[src/rtl/flag_pred_regs.sv]
module flag_pred_regs #(
  parameter int CNT_W = 16
) (
  input  logic                  clk,
  input  logic                  rst,
  input  logic [8:0]            plan_sel,
  output logic [4:0]            plan_rd,
  output logic [4:0]            plan_wr,
  input  logic                  op_valid,
  input  logic [8:0]            op_sel,
  input  logic [8:0]            op_new,
  output logic [4:0]            rd_stb,
  output logic [4:0]            wr_stb,
  output logic [8:0]            state_o,
  output logic [8:0]            merged_o,
  output logic [4:0][CNT_W-1:0] rd_skip_cnt,
  output logic [4:0][CNT_W-1:0] wr_skip_cnt
);
  localparam int NGRP = 5;
  localparam logic [CNT_W-1:0] CNT_MAX = {CNT_W{1'b1}};
  localparam logic [NGRP-1:0][8:0] GMASK = {9'h100, 9'h080, 9'h040, 9'h030, 9'h00F};

  function automatic logic [4:0] need_rd(input logic [8:0] s);
    need_rd = 5'b0;
    need_rd[0] = (s[3:0] != 4'h0) && (s[3:0] != 4'hF);
    need_rd[1] = s[4] ^ s[5];
  endfunction

  function automatic logic [4:0] need_wr(input logic [8:0] s);
    need_wr = {s[8], s[7], s[6], |s[5:4], |s[3:0]};
  endfunction

  logic [8:0] state_q;

  assign plan_rd = need_rd(plan_sel);
  assign plan_wr = need_wr(plan_sel);
  assign rd_stb  = op_valid ? need_rd(op_sel) : 5'b0;
  assign wr_stb  = op_valid ? need_wr(op_sel) : 5'b0;
  assign state_o = state_q;

  always_comb begin
    merged_o = state_q;
    for (int g = 0; g < NGRP; g++) begin
      if (wr_stb[g])
        merged_o = (merged_o & ~GMASK[g]) |
                   ((((rd_stb[g] ? state_q : 9'h0) & ~op_sel) | (op_new & op_sel)) & GMASK[g]);
    end
  end

  always_ff @(posedge clk) begin
    if (rst) state_q <= 9'h0;
    else     state_q <= merged_o;
  end

  for (genvar g = 0; g < NGRP; g++) begin : g_cnt
    always_ff @(posedge clk) begin
      if (rst) begin
        rd_skip_cnt[g] <= '0;
        wr_skip_cnt[g] <= '0;
      end else begin
        if (op_valid && !rd_stb[g] && rd_skip_cnt[g] != CNT_MAX)
          rd_skip_cnt[g] <= rd_skip_cnt[g] + 1'b1;
        if (op_valid && !wr_stb[g] && wr_skip_cnt[g] != CNT_MAX)
          wr_skip_cnt[g] <= wr_skip_cnt[g] + 1'b1;
      end
    end
  end
endmodule

[config.mk]
export PLATFORM = sky130hd
export DESIGN_NAME = flag_pred_regs
export DESIGN_NICKNAME = d
export VERILOG_FILES = /design/src/rtl/flag_pred_regs.sv
export SDC_FILE = /design/constraint.sdc
export NUM_CORES = 1
export LEC_CHECK = 0
export BUFFER_PORTS_ARGS = -buffer_cell sky130_fd_sc_hd__buf_2
export CAP_MARGIN = 20
export CORE_UTILIZATION = 30
export CTS_CLUSTER_SIZE = 20
export DETAILED_ROUTE_END_ITERATION = 12
export GPL_TIMING_DRIVEN = 0
export PLACE_DENSITY = 0.57
export SYNTH_ARGS = -nofsm -noshare
export SYNTH_HDL_FRONTEND = slang
export SYNTH_SLANG_ARGS = --single-unit
[constraint.sdc]
create_clock -name clk -period 4.13 [get_ports clk]
set_clock_uncertainty 0.05 [all_clocks]
set_input_delay 1.0325 -clock clk [delete_from_list [all_inputs] [get_ports clk]]
set_output_delay 1.0325 -clock clk [all_outputs]
set_load 0.02 [all_outputs]
After elaboration in Yosys (flattened, before gate mapping)
Index checks and enable logic that the tools add are counted.

operators by class
  add/sub/neg operators = 10
  equal/unequal tests = 12
  muxes and demuxes = 12
  bitwise gates (word level) = 19
  reduce and logical (&&, ||, !) cells = 38

operators by type and width
  operator                                        number
  adder 16 x 1 -> 16 bit (second input constant)  10
  != test 16 bit (second input constant)          10
  2-to-1 mux 9 bit                                6
  logical AND 1 bit                               22
  AND 9 bit                                       2
  NOT 9 bit                                       1
  bitwise OR 8 x 9 -> 9 bit                       1
  bitwise OR 9 x 4 -> 9 bit                       1
  bitwise OR 9 x 6 -> 9 bit                       1
  bitwise OR 9 x 7 -> 9 bit                       1
  bitwise OR 9 x 8 -> 9 bit                       1
  bitwise OR 9 bit                                1
  AND 8 bit                                       1
  2-to-1 mux 8 bit                                1
  != test 4 bit (second input constant)           2
  bitwise OR 8 bit                                1
  nonzero test 4 bit                              2
  OR reduction 4 bit                              2
  AND 7 bit                                       1
  zero test 1 bit                                 7
  2-to-1 mux 7 bit                                1
  bitwise OR 7 bit                                1
  AND 6 bit                                       1
  2-to-1 mux 6 bit                                1
  9 further kinds                                 13

storage, ports and cells
  register bits after elaboration = 169
  input bits = 30
  output and inout bits = 198

Logic depth before layout (Yosys ltp)
  word-level depth = 16
  depth in mapped cells = 8

Worst setup path before layout
Ideal clock, no wire load.

  kind = input-to-output
  start point = in op_sel[4]
  end point = out merged_o[4]
  data arrival time = 2.145 ns
  required time = 3.048 ns
  setup slack = 0.902 ns
  stages on the path = 5
  buffers on the path = 0
  cell sequence = inv_1 > ha_1 > nor2b_1 > o21ai_0 > a32o_1

on the way
  elaborated cells on any way between the ends = 17
  classes of those cells = 7 x mux; 9 x bitwise; 1 x reduce/logical

RTL lines
  item                       line  source
  start: declaration         10    input logic [8:0] op_sel,
  OR reduction 2 bit *       30    need_wr = {s[8], s[7], s[6], |s[5:4], |s[3:0]};
  2-to-1 mux 5 bit *         38    assign wr_stb = op_valid ? need_wr(op_sel) : 5'b0;
  named net wr_stb[1]        13    output logic [4:0] wr_stb,
  2-to-1 mux 9 bit *         44    if (wr_stb[g])
  bitwise OR 9 x 7 -> 9 bit  45    merged_o = (merged_o & ~GMASK[g]) |
  2-to-1 mux 9 bit *         44
  bitwise OR 9 x 8 -> 9 bit  45
  2-to-1 mux 9 bit *         44
  bitwise OR 8 x 9 -> 9 bit  45
  2-to-1 mux 9 bit *         44
  end: declaration           15    output logic [8:0] merged_o,

The timed path passes the listed nets; every way through them passes the cells marked *.

Worst setup path in the final report
  start point = in op_valid
  end point = out merged_o[3]

on the way
  longest elaborated chain between the ends = 14
  elaborated cells on any way between the ends = 15
  classes of those cells = 8 x mux; 7 x bitwise

RTL lines
  item                       line  source
  start: declaration         9     input logic op_valid,
  2-to-1 mux 2 bit           37    assign rd_stb = op_valid ? need_rd(op_sel) : 5'b0;
  2-to-1 mux 4 bit           46    ((((rd_stb[g] ? state_q : 9'h0) & ~op_sel) | (op_new & op_sel)) & GMASK[g]);
  AND 4 bit                  46
  bitwise OR 4 bit           46
  bitwise OR 9 x 4 -> 9 bit  45
  2-to-1 mux 9 bit           44
  bitwise OR 9 x 6 -> 9 bit  45
  2-to-1 mux 9 bit           44
  bitwise OR 9 x 7 -> 9 bit  45
  2-to-1 mux 9 bit           44
  bitwise OR 9 x 8 -> 9 bit  45
  2-to-1 mux 9 bit           44
  bitwise OR 8 x 9 -> 9 bit  45
  2-to-1 mux 9 bit *         44

Mark *: on every way between the ends. The rest lies on a longest branch, timed or not.

==> results.py <==
metrics = {
    "sta": {
        "fin_crit_sh_pct": 87.4,
        "period_needed_ns": 3.61,
        "layout_setup_ws_ns": 0.521,
        "rsz0062_at_grt": "no",
        "max_freq_ghz": 0.277,
        "hold_viol": 0,
        "setup_violations": 0,
        "slew_violations": 0,
        "setup_tns_ns": 0,
        "slew_headroom_pct": 40.2,
        "tightest_slew_ns": 0.888,
    },
    "power_and_ir_drop": {
        "intPower_mw": 2.78,
        "seq_power_share_pct": 45.6,
        "p_switching_uw": 874,
        "power_density_nw_per_um2": 352,
        "power_mw": 3.65,
        "power.leakage_nw": 4.30,
        "p_sw_share_pct": 23.9,
        "ir_drop_mv": 0.195,
        "combPwrFrac_pct": 6.4,
        "clkPwrFrac_pct": 47.9,
    },
    "clocking": {
        "clk_pin_slew_worst_paths_ns": 0.07,
        "h-tree-depth": 4,
        "clkLatencyLatePin_ns": 0.42,
        "cts.repair.resized": 0,
        "cts_tree": "built",
        "postCtsHoldBufs": 0,
        "cts_buffer_depth": 2,
        "cts_inserted_buffers": 17,
        "cts.root.buffer_cell": "clkbuf_16",
        "clock_sinks": 169,
        "cts_setup_buffers": 0,
    },
    "critical_path": {
        "cp_num_buf_inv": 4,
        "startpoint": "op_valid",
        "crit_chain": "buf_2, buf_4, buf_2, nand2_1, mux2_2, buf_2",
        "critPathTopFamily": "buffers and inverters",
        "critPathSlowestCell": "buf_2",
        "ff2ff_path_depth": 7,
        "cp.required_ns": 3.05,
        "cp_max_fo": 10,
        "endpoint_kind": "primary output",
        "rr_startpoint": "rd_skip_cnt[16]$_SDFFE_PP0P_",
        "r2r_slack_ns": 1.87,
        "crit_arrival_ns": 2.53,
        "start_kind": "primary input",
        "path_class": "in2out",
        "slowest_delay_ns": 0.35,
        "crit_top_cell": "buf_2",
        "r2r_end": "rd_skip_cnt[24]$_SDFFE_PP0P_",
    },
    "cells_and_area": {
        "most-common-layout-cells": "223 x buf_2, 169 x dfxtp_1, 153 x nor2_1",
        "antenna_cells": 0,
        "final_common_cell": "buf_2",
        "area_growth_syn_to_layout_pct": 26.8,
        "drive_gt1_share_pct": 24.0,
        "nets": 1237,
    },
    "logic_synthesis": {
        "synth_seq_area_share_pct": 41.4,
        "synthXorXnorAreaFrac_pct": 11.7,
        "avgSynthCellArea_um2": 8.59,
        "synth_cell_types": 57,
        "synth_ff_type": "dfxtp_1",
        "syn_area_um2": 8170,
        "synth_compound_area_share_pct": 7.79,
        "synth_seq_cells": 169,
        "synth_edf_count": 0,
        "netlist_instances": 952,
        "synth_top_family_by_area": "simple AND/OR/NAND/NOR gates",
        "synth_simple_gate_area_share_pct": 31.1,
        "ys_warn_count": 0,
        "synth-async-reset-ratio_pct": 0,
        "muxShareOfSynthArea_pct": 3.09,
        "synth_fa_ha_area_share_pct": 1.84,
    },
    "drt": {
        "wl_um": 22800,
        "postRouteAntennaNets": 0,
        "wire_per_inst_um": 14.7,
        "drc_errors": 0,
        "dr_total_vias": 7731,
        "firstDrtPassIters": 4,
        "drt-initial-drc-count": 385,
        "viasPerCell": 4.99,
    },
    "placed_design": {
        "gp_congestion": 0.824,
        "hpwl_um": 16700,
        "io_buffers": 218,
        "pre_cts_ws_ns": 0.483,
    },
    "die": {
        "fp.coreArea_um2": 26900,
        "rows": 60,
        "initial_utilization_pct": 30.4,
        "io-pin-count": 228,
        "die_w_um": 167,
        "dieArea_um2": 27900,
        "dieHeight_um": 167,
    },
    "job": {
        "maxCapViolCount": 0,
    },
    "global_routing": {
        "grt_max_degree": 17,
        "track_usage_pct": 16.2,
        "antenna_found_initial": 1,
        "overflow": 0,
        "grt_pass1_vias": 6882,
        "grt_first_pass_wirelength_um": 36400,
    },
    "min_path": {
        "whs_path_depth": 2,
        "hp-start": "rd_skip_cnt[23]$_SDFFE_PP0P_",
        "hold_path.class": "reg2reg",
        "hold_end": "rd_skip_cnt[23]$_SDFFE_PP0P_",
    },
    "run_status": {
        "status": "finished, final reports clean",
    },
}
-- cell usage after synthesis (all sizes together), types with 19 or more instances --
cell type / n / area share [%]
xor2: 60 / 6.4
a21oi: 26 / 1.6
nor2: 153 / 7.0
nor2b: 19 / 1.5
and3: 28 / 2.1
xnor2: 49 / 5.3
o21ai: 31 / 1.9
clkbuf: 20 / 0.92
dfxtp: 169 / 41
nand2: 56 / 2.6
nor4: 20 / 1.8
nand4: 58 / 4.4
nor3: 29 / 1.8
nand3: 53 / 3.2
-- cells by family after synthesis --
kind of cell | Yosys count
AO/OA/AOI/OAI | 97
XOR/XNOR | 109
adder cells (fa/ha/maj) | 12
buffers and inverters | 53
flip-flops | 169
multiplexers | 24
other | 1
AND/OR/NAND/NOR | 487
-- sequential cells by signal, summed over array words and instances, names as in the netlist --
register and cells:
rd_skip_cnt 80, state_o 9, wr_skip_cnt 80
-- per-stage QoR --
stage / cells / area [µm²] / hold WS, ns / utilization, %
floorplan: 957 / 8190 / 0.518 / -
global placement: 1516 / 9710 / 0.452 / 36.1
detailed placement: 1517 / 9730 / 0.470 / 36.2
CTS: 1549 / 10400 / 0.481 / 38.6
global route: 1549 / 10400 / 0.511 / 38.6
finish: 1549 / 10400 / 0.482 / 38.6
-- layer usage --
| metal | share of wire (%) | GRT usage [%] | wire length, µm | vias up |
|---|---|---|---|---|
| li1 | - | - | - | 3884 |
| met1 | 46 | 20.7 | 10500 | 3641 |
| met2 | 47 | 27.1 | 10800 | 193 |
| met3 | 5.6 | 4.16 | 1290 | 13 |
| met4 | 0.84 | 4.15 | 191 | 0 |
| met5 | 0 | 0 | 0 | - |
-- power groups by stage --
stage	registers (mW)	clock network, mW	logic (mW)
after global routing	1.67	1.87	0.260
after global placement	1.70	0	0.237
final	1.67	1.75	0.235
after CTS	1.67	1.81	0.241
after floorplan	1.72	0	0.127
after detailed placement	1.70	0	0.240
-- worst max-delay path by stage --
stage                     cells past startpoint  slack, ns           to
after global routing                          6       0.42  merged_o[3]
after floorplan                               5       0.90  merged_o[4]
after global placement                        6       0.49  merged_o[3]
after CTS                                     6       0.48  merged_o[3]
after detailed placement                      6       0.48  merged_o[3]
final                                         6       0.52  merged_o[3]
-- area by class of cell --
cell class                      count  area, µm²
Sequential cell                   169       3380
Inverter                           15       56.3
Buffer                             38        198
Clock inverter                     13        190
Clock buffer                       19        453
Multi-Input combinational cell    735       4560
Tap cell                          341        427
Timing Repair Buffer              219       1110
Fill cell                        2799      16500
-- worst reg2reg max path, delay by kind of cell (launching register included) --
family	cells	cell delay (ns)
AO/OA/AOI/OAI	1	0.62
AND/OR/NAND/NOR	3	0.42
flip-flops	1	0.41
buffers and inverters	1	0.28
adder cells (fa/ha/maj)	1	0.19
XOR/XNOR	1	0.16
No activity file was read; power rests on OpenSTA's default activity.
